<file path="config.mk">
export PLATFORM = sky130hd
export DESIGN_NAME = dbg_port_ctrl
export DESIGN_NICKNAME = d
export VERILOG_FILES = /design/src/rtl/dbg_port_pkg.sv /design/src/rtl/dbg_req_decode.sv /design/src/rtl/dbg_wbuf.sv /design/src/rtl/dbg_port_ctrl.sv
export SDC_FILE = /design/constraint.sdc
export NUM_CORES = 1
export LEC_CHECK = 0
export ABC_AREA = 1
export CAP_MARGIN = 40
export CORE_UTILIZATION = 55
export DETAILED_ROUTE_END_ITERATION = 10
export GPL_ROUTABILITY_DRIVEN = 0
export GPL_TIMING_DRIVEN = 1
export PLACE_DENSITY = 0.92
export SYNTH_ARGS = -nofsm -noshare
export SYNTH_HDL_FRONTEND = slang
export SYNTH_HIERARCHICAL = 1
export SYNTH_SLANG_ARGS = --single-unit
export TNS_END_PERCENT = 10
</file>
<file path="constraint.sdc">
create_clock -name clk -period 3.9 [get_ports clk]
set_clock_uncertainty 0.1 [all_clocks]
set_input_delay 0.78 -clock clk [delete_from_list [all_inputs] [get_ports clk]]
set_output_delay 0.78 -clock clk [all_outputs]
set_load 0.02 [all_outputs]
</file>
<file path="src/rtl/dbg_port_pkg.sv">
package dbg_port_pkg;

    typedef enum logic [2:0] {
        ACK_NONE  = 3'b000,
        ACK_OK    = 3'b001,
        ACK_WAIT  = 3'b010,
        ACK_FAULT = 3'b100
    } ack_e;

    typedef enum logic [3:0] {
        K_IDCODE,
        K_ABORT,
        K_CTRL_RD,
        K_CTRL_WR,
        K_WCR_RD,
        K_WCR_WR,
        K_RESEND,
        K_SEL_WR,
        K_RDBUF_RD,
        K_RDBUF_WR,
        K_AP_RD,
        K_AP_WR
    } kind_e;

    localparam int ABORT_CLR_BIT = 2;
    localparam int SEL_BANK_LSB  = 4;

endpackage

</file>
<file path="src/rtl/dbg_req_decode.sv">
module dbg_req_decode
    import dbg_port_pkg::*;
(
    input  logic       req_ap,
    input  logic       req_rnw,
    input  logic [1:0] req_addr,
    input  logic       ctrlsel,
    output kind_e      kind,
    output logic       exempt,
    output logic       buffered
);

    always_comb begin
        if (req_ap) begin
            kind = req_rnw ? K_AP_RD : K_AP_WR;
        end else begin
            unique case (req_addr)
                2'd0:    kind = req_rnw ? K_IDCODE : K_ABORT;
                2'd1:    kind = ctrlsel ? (req_rnw ? K_WCR_RD : K_WCR_WR)
                                        : (req_rnw ? K_CTRL_RD : K_CTRL_WR);
                2'd2:    kind = req_rnw ? K_RESEND : K_SEL_WR;
                default: kind = req_rnw ? K_RDBUF_RD : K_RDBUF_WR;
            endcase
        end
        exempt   = (kind == K_IDCODE) || (kind == K_CTRL_RD) || (kind == K_ABORT);
        buffered = (kind == K_CTRL_WR) || (kind == K_WCR_WR) || (kind == K_SEL_WR) ||
                   (kind == K_RDBUF_WR) || (kind == K_AP_WR) || (kind == K_AP_RD);
    end

endmodule

</file>
<file path="src/rtl/dbg_wbuf.sv">
module dbg_wbuf
    import dbg_port_pkg::*;
#(
    parameter int ADDR_W = 6
) (
    input  logic              clk,
    input  logic              rst_n,
    input  logic              push,
    input  kind_e             push_kind,
    input  logic [ADDR_W-1:0] push_addr,
    input  logic [31:0]       push_data,
    input  logic              ap_ack,
    input  logic [31:0]       ap_rdata,
    input  logic              ap_err,
    output logic              busy,
    output logic              apply_valid,
    output kind_e             apply_kind,
    output logic [31:0]       apply_data,
    output logic              done_valid,
    output logic              done_read,
    output logic [31:0]       done_data,
    output logic              done_err,
    output logic              ap_req,
    output logic              ap_write,
    output logic [ADDR_W-1:0] ap_addr,
    output logic [31:0]       ap_wdata
);

    typedef struct packed {
        logic              valid;
        kind_e             kind;
        logic [ADDR_W-1:0] addr;
        logic [31:0]       data;
    } entry_t;

    entry_t q, d;
    logic   is_ap;

    always_comb begin
        is_ap       = (q.kind == K_AP_RD) || (q.kind == K_AP_WR);
        busy        = q.valid;
        ap_req      = q.valid && is_ap;
        ap_write    = (q.kind == K_AP_WR);
        ap_addr     = q.addr;
        ap_wdata    = q.data;
        apply_valid = q.valid && !is_ap;
        apply_kind  = q.kind;
        apply_data  = q.data;
        done_valid  = ap_req && ap_ack;
        done_read   = (q.kind == K_AP_RD);
        done_data   = ap_rdata;
        done_err    = ap_err;

        d = q;
        if (apply_valid || done_valid) begin
            d.valid = 1'b0;
        end
        if (push) begin
            d.valid = 1'b1;
            d.kind  = push_kind;
            d.addr  = push_addr;
            d.data  = push_data;
        end
    end

    always_ff @(posedge clk or negedge rst_n) begin
        if (!rst_n) begin
            q <= '{valid: 1'b0, kind: K_IDCODE, addr: '0, data: '0};
        end else begin
            q <= d;
        end
    end

endmodule

</file>
<file path="src/rtl/dbg_port_ctrl.sv">
module dbg_port_ctrl
    import dbg_port_pkg::*;
#(
    parameter logic [31:0] IDCODE_VAL = 32'h0BB11477,
    parameter int          BANK_W     = 4,
    parameter int          WCR_W      = 8
) (
    input  logic                clk,
    input  logic                rst_n,
    input  logic                line_reset,
    input  logic                req_valid,
    input  logic                req_ap,
    input  logic                req_rnw,
    input  logic [1:0]          req_addr,
    input  logic [31:0]         req_wdata,
    output logic                rsp_valid,
    output logic [2:0]          rsp_ack,
    output logic [31:0]         rsp_rdata,
    output logic                ap_req,
    output logic                ap_write,
    output logic [BANK_W+1:0]   ap_addr,
    output logic [31:0]         ap_wdata,
    input  logic                ap_ack,
    input  logic [31:0]         ap_rdata,
    input  logic                ap_err,
    input  logic [1:0]          pwr_ack,
    output logic [1:0]          pwr_req,
    output logic [WCR_W-1:0]    wire_cfg
);

    localparam int ADDR_W = BANK_W + 2;

    typedef struct packed {
        logic              unlocked;
        logic              ctrlsel;
        logic [BANK_W-1:0] bank;
        logic [1:0]        pwr;
        logic [WCR_W-1:0]  wcr;
        logic              sticky;
        logic              readok;
        logic [31:0]       rdbuf;
        logic [31:0]       last;
        logic              rsp_valid;
        logic [2:0]        rsp_ack;
        logic [31:0]       rsp_data;
    } state_t;

    state_t q, d;

    kind_e             kind;
    logic              exempt;
    logic              buffered;
    logic              push;
    logic              wb_busy;
    logic              apply_valid;
    kind_e             apply_kind;
    logic [31:0]       apply_data;
    logic              done_valid;
    logic              done_read;
    logic [31:0]       done_data;
    logic              done_err;
    logic [31:0]       ctrl_word;

    dbg_req_decode u_decode (
        .req_ap   (req_ap),
        .req_rnw  (req_rnw),
        .req_addr (req_addr),
        .ctrlsel  (q.ctrlsel),
        .kind     (kind),
        .exempt   (exempt),
        .buffered (buffered)
    );

    dbg_wbuf #(.ADDR_W(ADDR_W)) u_wbuf (
        .clk         (clk),
        .rst_n       (rst_n),
        .push        (push),
        .push_kind   (kind),
        .push_addr   ({q.bank, req_addr}),
        .push_data   (req_wdata),
        .ap_ack      (ap_ack),
        .ap_rdata    (ap_rdata),
        .ap_err      (ap_err),
        .busy        (wb_busy),
        .apply_valid (apply_valid),
        .apply_kind  (apply_kind),
        .apply_data  (apply_data),
        .done_valid  (done_valid),
        .done_read   (done_read),
        .done_data   (done_data),
        .done_err    (done_err),
        .ap_req      (ap_req),
        .ap_write    (ap_write),
        .ap_addr     (ap_addr),
        .ap_wdata    (ap_wdata)
    );

    always_comb begin
        ctrl_word      = '0;
        ctrl_word[0]   = q.readok;
        ctrl_word[1]   = q.sticky;
        ctrl_word[3:2] = q.pwr;
        ctrl_word[5:4] = pwr_ack;

        d           = q;
        d.rsp_valid = req_valid;
        d.rsp_ack   = ACK_NONE;
        d.rsp_data  = '0;
        push        = 1'b0;

        // a buffered debug-port write lands one clock after acceptance
        if (apply_valid) begin
            unique case (apply_kind)
                K_CTRL_WR: d.pwr = apply_data[3:2];
                K_WCR_WR:  d.wcr = apply_data[WCR_W-1:0];
                K_SEL_WR: begin
                    d.ctrlsel = apply_data[0];
                    d.bank    = apply_data[SEL_BANK_LSB +: BANK_W];
                end
                default: ;
            endcase
        end

        // completion of an access-port operation
        if (done_valid) begin
            if (done_read) begin
                d.rdbuf  = done_data;
                d.readok = !done_err;
            end
            if (done_err) begin
                d.sticky = 1'b1;
            end
        end

        if (req_valid) begin
            if (!q.unlocked && (kind != K_IDCODE)) begin
                d.rsp_ack = ACK_FAULT;
            end else if (wb_busy && !exempt) begin
                d.rsp_ack = ACK_WAIT;
            end else begin
                d.rsp_ack = ACK_OK;
                push      = buffered;
                unique case (kind)
                    K_IDCODE: begin
                        d.rsp_data = IDCODE_VAL;
                        d.unlocked = 1'b1;
                    end
                    K_ABORT: begin
                        if (req_wdata[ABORT_CLR_BIT]) begin
                            d.sticky = 1'b0;
                        end
                    end
                    K_CTRL_RD:  d.rsp_data = ctrl_word;
                    K_WCR_RD:   d.rsp_data = 32'(q.wcr);
                    K_RESEND:   d.rsp_data = q.last;
                    K_RDBUF_RD: d.rsp_data = q.rdbuf;
                    K_AP_RD:    d.rsp_data = q.rdbuf;
                    default: ;
                endcase
                if (req_rnw && (kind != K_RESEND)) begin
                    d.last = d.rsp_data;
                end
            end
        end

        if (line_reset) begin
            d.unlocked = 1'b0;
        end
    end

    always_ff @(posedge clk or negedge rst_n) begin
        if (!rst_n) begin
            q <= '0;
        end else begin
            q <= d;
        end
    end

    assign rsp_valid = q.rsp_valid;
    assign rsp_ack   = q.rsp_ack;
    assign rsp_rdata = q.rsp_data;
    assign pwr_req   = q.pwr;
    assign wire_cfg  = q.wcr;

endmodule

</file>
---- After elaboration in Yosys (flattened, before gate mapping) ----
Index checks and enable logic that the tools add are counted.
word-level totals
  register bits after elaboration ......... 161
  bits in latches ......................... 0
  memory bits (writable) .................. 0
  bits in read-only memories .............. 0
  input port bits ......................... 76
  output and inout port bits .............. 86
  logic and storage cells ................. 104
  memories kept ........................... 0
cells by class
  add/subtract/negate cells ............... 0
  $mul .................................... 0
  div/mod/pow operators ................... 0
  $lt $le $gt $ge ......................... 0
  equality and inequality tests ........... 21
  shift operators ......................... 0
  mux-type cells .......................... 33
  bitwise operators ....................... 2
  reduce and logical (&&, ||, !) cells .... 32
operator list
  cell                                                                     number
  32-bit one-hot mux with 5 select lines                                   1
  32-bit 2-to-1 mux                                                        2
  43-bit 2-to-1 mux                                                        1
  35-bit 2-to-1 mux                                                        1
  34-bit 2-to-1 mux                                                        1
  33-bit 2-to-1 mux                                                        1
  4-bit by 3-bit == test with 1-bit output, second input constant          6
  4-bit == test, second input constant                                     6
  1-bit 2-to-1 mux                                                         21
  4-bit by 2-bit == test with 1-bit output, second input constant          3
  4-bit one-hot mux with 3 select lines                                    1
  1-bit logical OR                                                         9
  4-bit 2-to-1 mux                                                         2
  2-bit AND reduction                                                      4
  4-bit AND reduction                                                      2
  1-bit logical AND                                                        6
  2-bit nonzero test                                                       3
  4-bit by 1-bit == test with 1-bit output, second input constant          1
  1-bit logical NOT                                                        4
  4-bit logical NOT                                                        1
  2-bit inequality test, second input constant                             2
  4-bit by 3-bit inequality test with 1-bit output, second input constant  1
  4-bit nonzero test                                                       1
  3-bit 2-to-1 mux                                                         1
  other kinds (6)                                                          7

---- Depth between registers and ports, before layout ----
  depth after elaboration ................. 14
  depth in mapped cells ................... 16
  depth with buffers taken out ............ 13

---- Modules after synthesis ----
Netlist, hierarchy kept.
modules (own cells, without submodules)
  module          times used  cells an instance  area each (um2)  sequential area each (um2)
  dbg_port_ctrl   1           565                5351.4           2952.8
  dbg_wbuf        1           256                2218.4           1076.0
  dbg_req_decode  1           17                 91.3             0.0

---- Worst setup path after synthesis ----
OpenSTA, ideal clock, no wires.
  path type ............................... input-to-reg
  from .................................... in req_ap
  to ...................................... reg u_wbuf.q (netlist bit u_wbuf/ap_wdata[17])
  setup time .............................. 0.117 ns
  arrival time ............................ 2.301 ns
  required time ........................... 3.683 ns
  setup slack ............................. 1.382 ns
  cell stages on the path ................. 14
  buffers on the path ..................... 3
  cell sequence ........................... nand3b_2 -> nor2_4 -> nand2_4 -> nand2_4 -> nand2_4 -> inv_2 -> nand2_2 -> buf_2 -> nor2_1 -> buf_6 -> inv_6 -> buf_8 -> nand2_2 -> nand2_1
between the ends
  word-level cells in the longest chain between the ends .. 10
  elaborated cells between the ends (all ways) .. 24
  those cells by class .................... eq/ne: 8; mux: 4; reduce/logical: 12
RTL lines
  item                                                                                                         RTL line              source
  from (decl)                                                                                                  dbg_port_ctrl.sv:12   input logic req_ap,
  4-bit 2-to-1 mux (*)                                                                                         dbg_req_decode.sv:14  if (req_ap) begin
  4-bit by 2-bit == test with 1-bit output / 4-bit by 3-bit == test with 1-bit output (equally long branches)  dbg_req_decode.sv:26  buffered = (kind == K_CTRL_WR) || (kind == K_WCR_WR) || (kind == K_SEL_WR) ||
  1-bit logical OR (3 in series)                                                                               dbg_req_decode.sv:26
  1-bit logical OR (2 in series)                                                                               dbg_req_decode.sv:27  (kind == K_RDBUF_WR) || (kind == K_AP_WR) || (kind == K_AP_RD);
  1-bit 2-to-1 mux                                                                                             dbg_port_ctrl.sv:138  end else if (wb_busy && !exempt) begin
  1-bit 2-to-1 mux (*)                                                                                         dbg_port_ctrl.sv:136  if (!q.unlocked && (kind != K_IDCODE)) begin
  1-bit 2-to-1 mux (*)                                                                                         dbg_port_ctrl.sv:135  if (req_valid) begin
  via push                                                                                                     dbg_port_ctrl.sv:53   logic push;
  to (signal assigned)                                                                                         dbg_wbuf.sv:68        q <= '{valid: 1'b0, kind: K_IDCODE, addr: '0, data: '0};
  to (decl)                                                                                                    dbg_wbuf.sv:36        entry_t q, d;
Mark *: on every way through the listed nets, which the timed path passes. The rest lies on a longest branch.
A chain may end at the register's enable or synchronous reset.

---- Worst setup path in the final report ----
  from .................................... in req_addr[1]
  to ...................................... reg u_wbuf.q (netlist bit u_wbuf/ap_wdata[19])
between the ends
  word-level cells in the longest chain between the ends .. 12
  elaborated cells between the ends (all ways) .. 28
  those cells by class .................... eq/ne: 10; mux: 5; reduce/logical: 13
RTL lines
  item                                                                                                         RTL line              source
  from (decl)                                                                                                  dbg_port_ctrl.sv:14   input logic [1:0] req_addr,
  2-bit == test, or another cell as far along                                                                  dbg_req_decode.sv:17  unique case (req_addr)
  4-bit one-hot mux with 3 select lines (*)                                                                    dbg_req_decode.sv:17
  4-bit 2-to-1 mux (*)                                                                                         dbg_req_decode.sv:14
  via kind[1]                                                                                                  dbg_port_ctrl.sv:50   kind_e kind;
  4-bit by 2-bit == test with 1-bit output / 4-bit by 3-bit == test with 1-bit output (equally long branches)  dbg_req_decode.sv:26
  1-bit logical OR (3 in series)                                                                               dbg_req_decode.sv:26
  1-bit logical OR (2 in series)                                                                               dbg_req_decode.sv:27
  1-bit 2-to-1 mux                                                                                             dbg_port_ctrl.sv:138
  1-bit 2-to-1 mux (*)                                                                                         dbg_port_ctrl.sv:136
  1-bit 2-to-1 mux (*)                                                                                         dbg_port_ctrl.sv:135
  via push                                                                                                     dbg_port_ctrl.sv:53
Marked as above.

==> flow_summary.toml <==
[status]
outcome = "finished clean"

[critical_path]
crit_required_ns = 4.16
cp-start-kind = "input port"
worst_path_dominant_cell_family = "simple AND/OR/NAND/NOR gates"
crit_slowest_cell = "clkdlybuf4s50_1"
arrival_ns = 3.31
cp.depth = 14
reg2reg_to = "u_wbuf/ap_wdata[19]"
crit_path_end = "u_wbuf/ap_wdata[19]"
crit_buf_inv = 4
worstPathCellList = "clkdlybuf4s50_1 > inv_1 > nand3_2 > nand3b_2 > nor2_4 > nand2_4 > nand2_4 > nand2_4 > inv_2 > nand2_2 > nor2_4 > buf_12 > nand2_1 > nand2_1"
r2r_start = "q[116]"
r2r_cells = 13
worstSetupPathType = "input port to register"
worst-path-max-fanout = 43
max_stage_delay_ns = 0.54
rrSetupSlack_ns = 1.45
cpMostUsedCell = "nand2_4"
crit_start = "req_addr[1]"
critPathCaptureType = "register"

[floorplanning]
core_sq_um = 13200
dieWidth_um = 119
fp.dieArea_sq_um = 14100
io_pins = 162
num_rows = 42
fp.dieH_um = 119
start_util_pct = 56.5

[global_route]
grt_overflow_total = 0
grt_max_degree = 121
track_usage_pct = 25.0
grt_pass1_wl_um = 27100
antenna_found_initial = 0
grt_pass1_vias = 5453

[pwr]
p_leak_nw = 4.50
powerDensity_nw_per_um2 = 460
vdd_drop_max_uv = 317

[yosys]
syn_avg_cell_area_sq_um = 9.19
synthCells = 814
syn-num-nets = 890
syn_area_sq_um = 7480
yosysWarnings = 6

[clock_network]
cts.repair.resized = 0
cts_setup_buffers = 0
clock_sinks = 161
hold_buffers = 0
cts_tree = "done"
clkTransAtPathRegs_ns = 0.06
clock_path_buffers = 2
h-tree-depth = 4
cts_made_buffers = 17
clock_latency_ns = 0.42
root_buffer = "clkbuf_16"

[final_layout]
final_core_util_pct = 69.0
layout.nets = 959
drive_gt1_share_pct = 11.8
n_antenna_cell = 0
syn_to_final_growth_pct = 22.1
finish.instance_area_sq_um = 9140

[placed_design]
dpl.hpwl_um = 10700
placed_area_sq_um = 8540
io_buffers = 161

[timing]
fmax_ghz = 0.328
setup_tns_ns = 0
max-slew-margin-rel_pct = 58.8
fin_crit_sh_pct = 78.2
rsz0062_at_grt = "false"
setup_viol = 0
fin_crit_ns = 3.05
tightest_slew_ns = 0.618
holdWs_ns = 0.166
drv_slew = 0
hold_viol = 0

[route]
num_vias = 5463
first_pass_iters = 5
wirelength_um = 16300
vias_per_cell = 5.11
wl_per_cell_um = 15.2
ant_nets = 0
drt-initial-drc-count = 483
drc_errors = 0

[flow_run]
maxCapViolations = 0

[worst_hold_path]
hold_path.class = "input port to async pin"
[stage by stage]
stage,cells,worst slack (ns),power (mW)
3_3_place_gp,1040,0.551,2.53
5_1_grt,1069,0.635,4.37
3_5_place_dp,1040,0.459,2.55
6_report,1069,0.849,4.20
4_1_cts,1069,0.860,4.23
2_1_floorplan,814,1.38,2.23
[report_power, final]
| part | leakage (nW) | total (mW) | internal (mW) | switching, mW |
|---|---|---|---|---|
| logic | 2.02 | 0.649 | 0.300 | 0.349 |
| registers | 2.20 | 1.87 | 1.79 | 0.0851 |
| clock network | 0.288 | 1.68 | 1.06 | 0.614 |
| total | 4.50 | 4.20 | 3.15 | 1.05 |
[routing by layer]
| layer | global-route usage, % | part of all wire [%] | wire length (um) | vias to the layer above |
|---|---|---|---|---|
| li1 | - | - | - | 2598 |
| met1 | 32.2 | 42 | 6880 | 2592 |
| met2 | 39.4 | 48 | 7760 | 236 |
| met3 | 7.38 | 7.2 | 1180 | 37 |
| met4 | 10.8 | 2.9 | 471 | 0 |
| met5 | 0 | 0 | 0 | - |
[state kept, by name (all words and copies together), names as in the netlist]
| register | cells |
|---|---|
| ctrl_word | 2 |
| pwr_req | 2 |
| q | 70 |
| rsp_ack | 3 |
| rsp_rdata | 32 |
| rsp_valid | 1 |
| u_wbuf/ap_addr | 6 |
| u_wbuf/ap_wdata | 32 |
| u_wbuf/apply_kind | 4 |
| u_wbuf/busy | 1 |
| wire_cfg | 8 |
[how the worst min path moves through the flow]
stage,startpoint,to,slack (ns),cells after the start
after floorplan,q[43],q[43],0.34,2
after global placement,u_wbuf/ap_addr[0],u_wbuf/ap_addr[0],0.35,2
after detailed placement,u_wbuf/ap_wdata[15],u_wbuf/ap_wdata[15],0.36,2
after CTS,rst_n,rsp_rdata[18],0.16,1
after global routing,rst_n,rsp_rdata[20],0.19,1
final,rst_n,rsp_rdata[20],0.17,1
[cells in the final DEF, fill, tap and decap left out, drive strengths merged]
master,n
a21oi,10
and2,13
or2,1
bufinv,3
nor3,2
clkdlybuf4s50,160
inv,56
buf,9
nand3b,2
nand2,281
mux2,32
o211ai,1
o21ai,33
clkinv,1
nand4,6
clkinvlp,1
dfrtp,161
nand3,57
nor2,40
clkbuf,24
[layout make-up]
cell class	instances	area [sq um]
fillers	977	4110
well taps	176	220
repair buffers	169	1710
multi-input cells	478	2370
flip-flops and latches	161	4030
clock inverters	5	103
inverters	56	215
clock buffers	24	492
(Power assumes the default switching activity.)
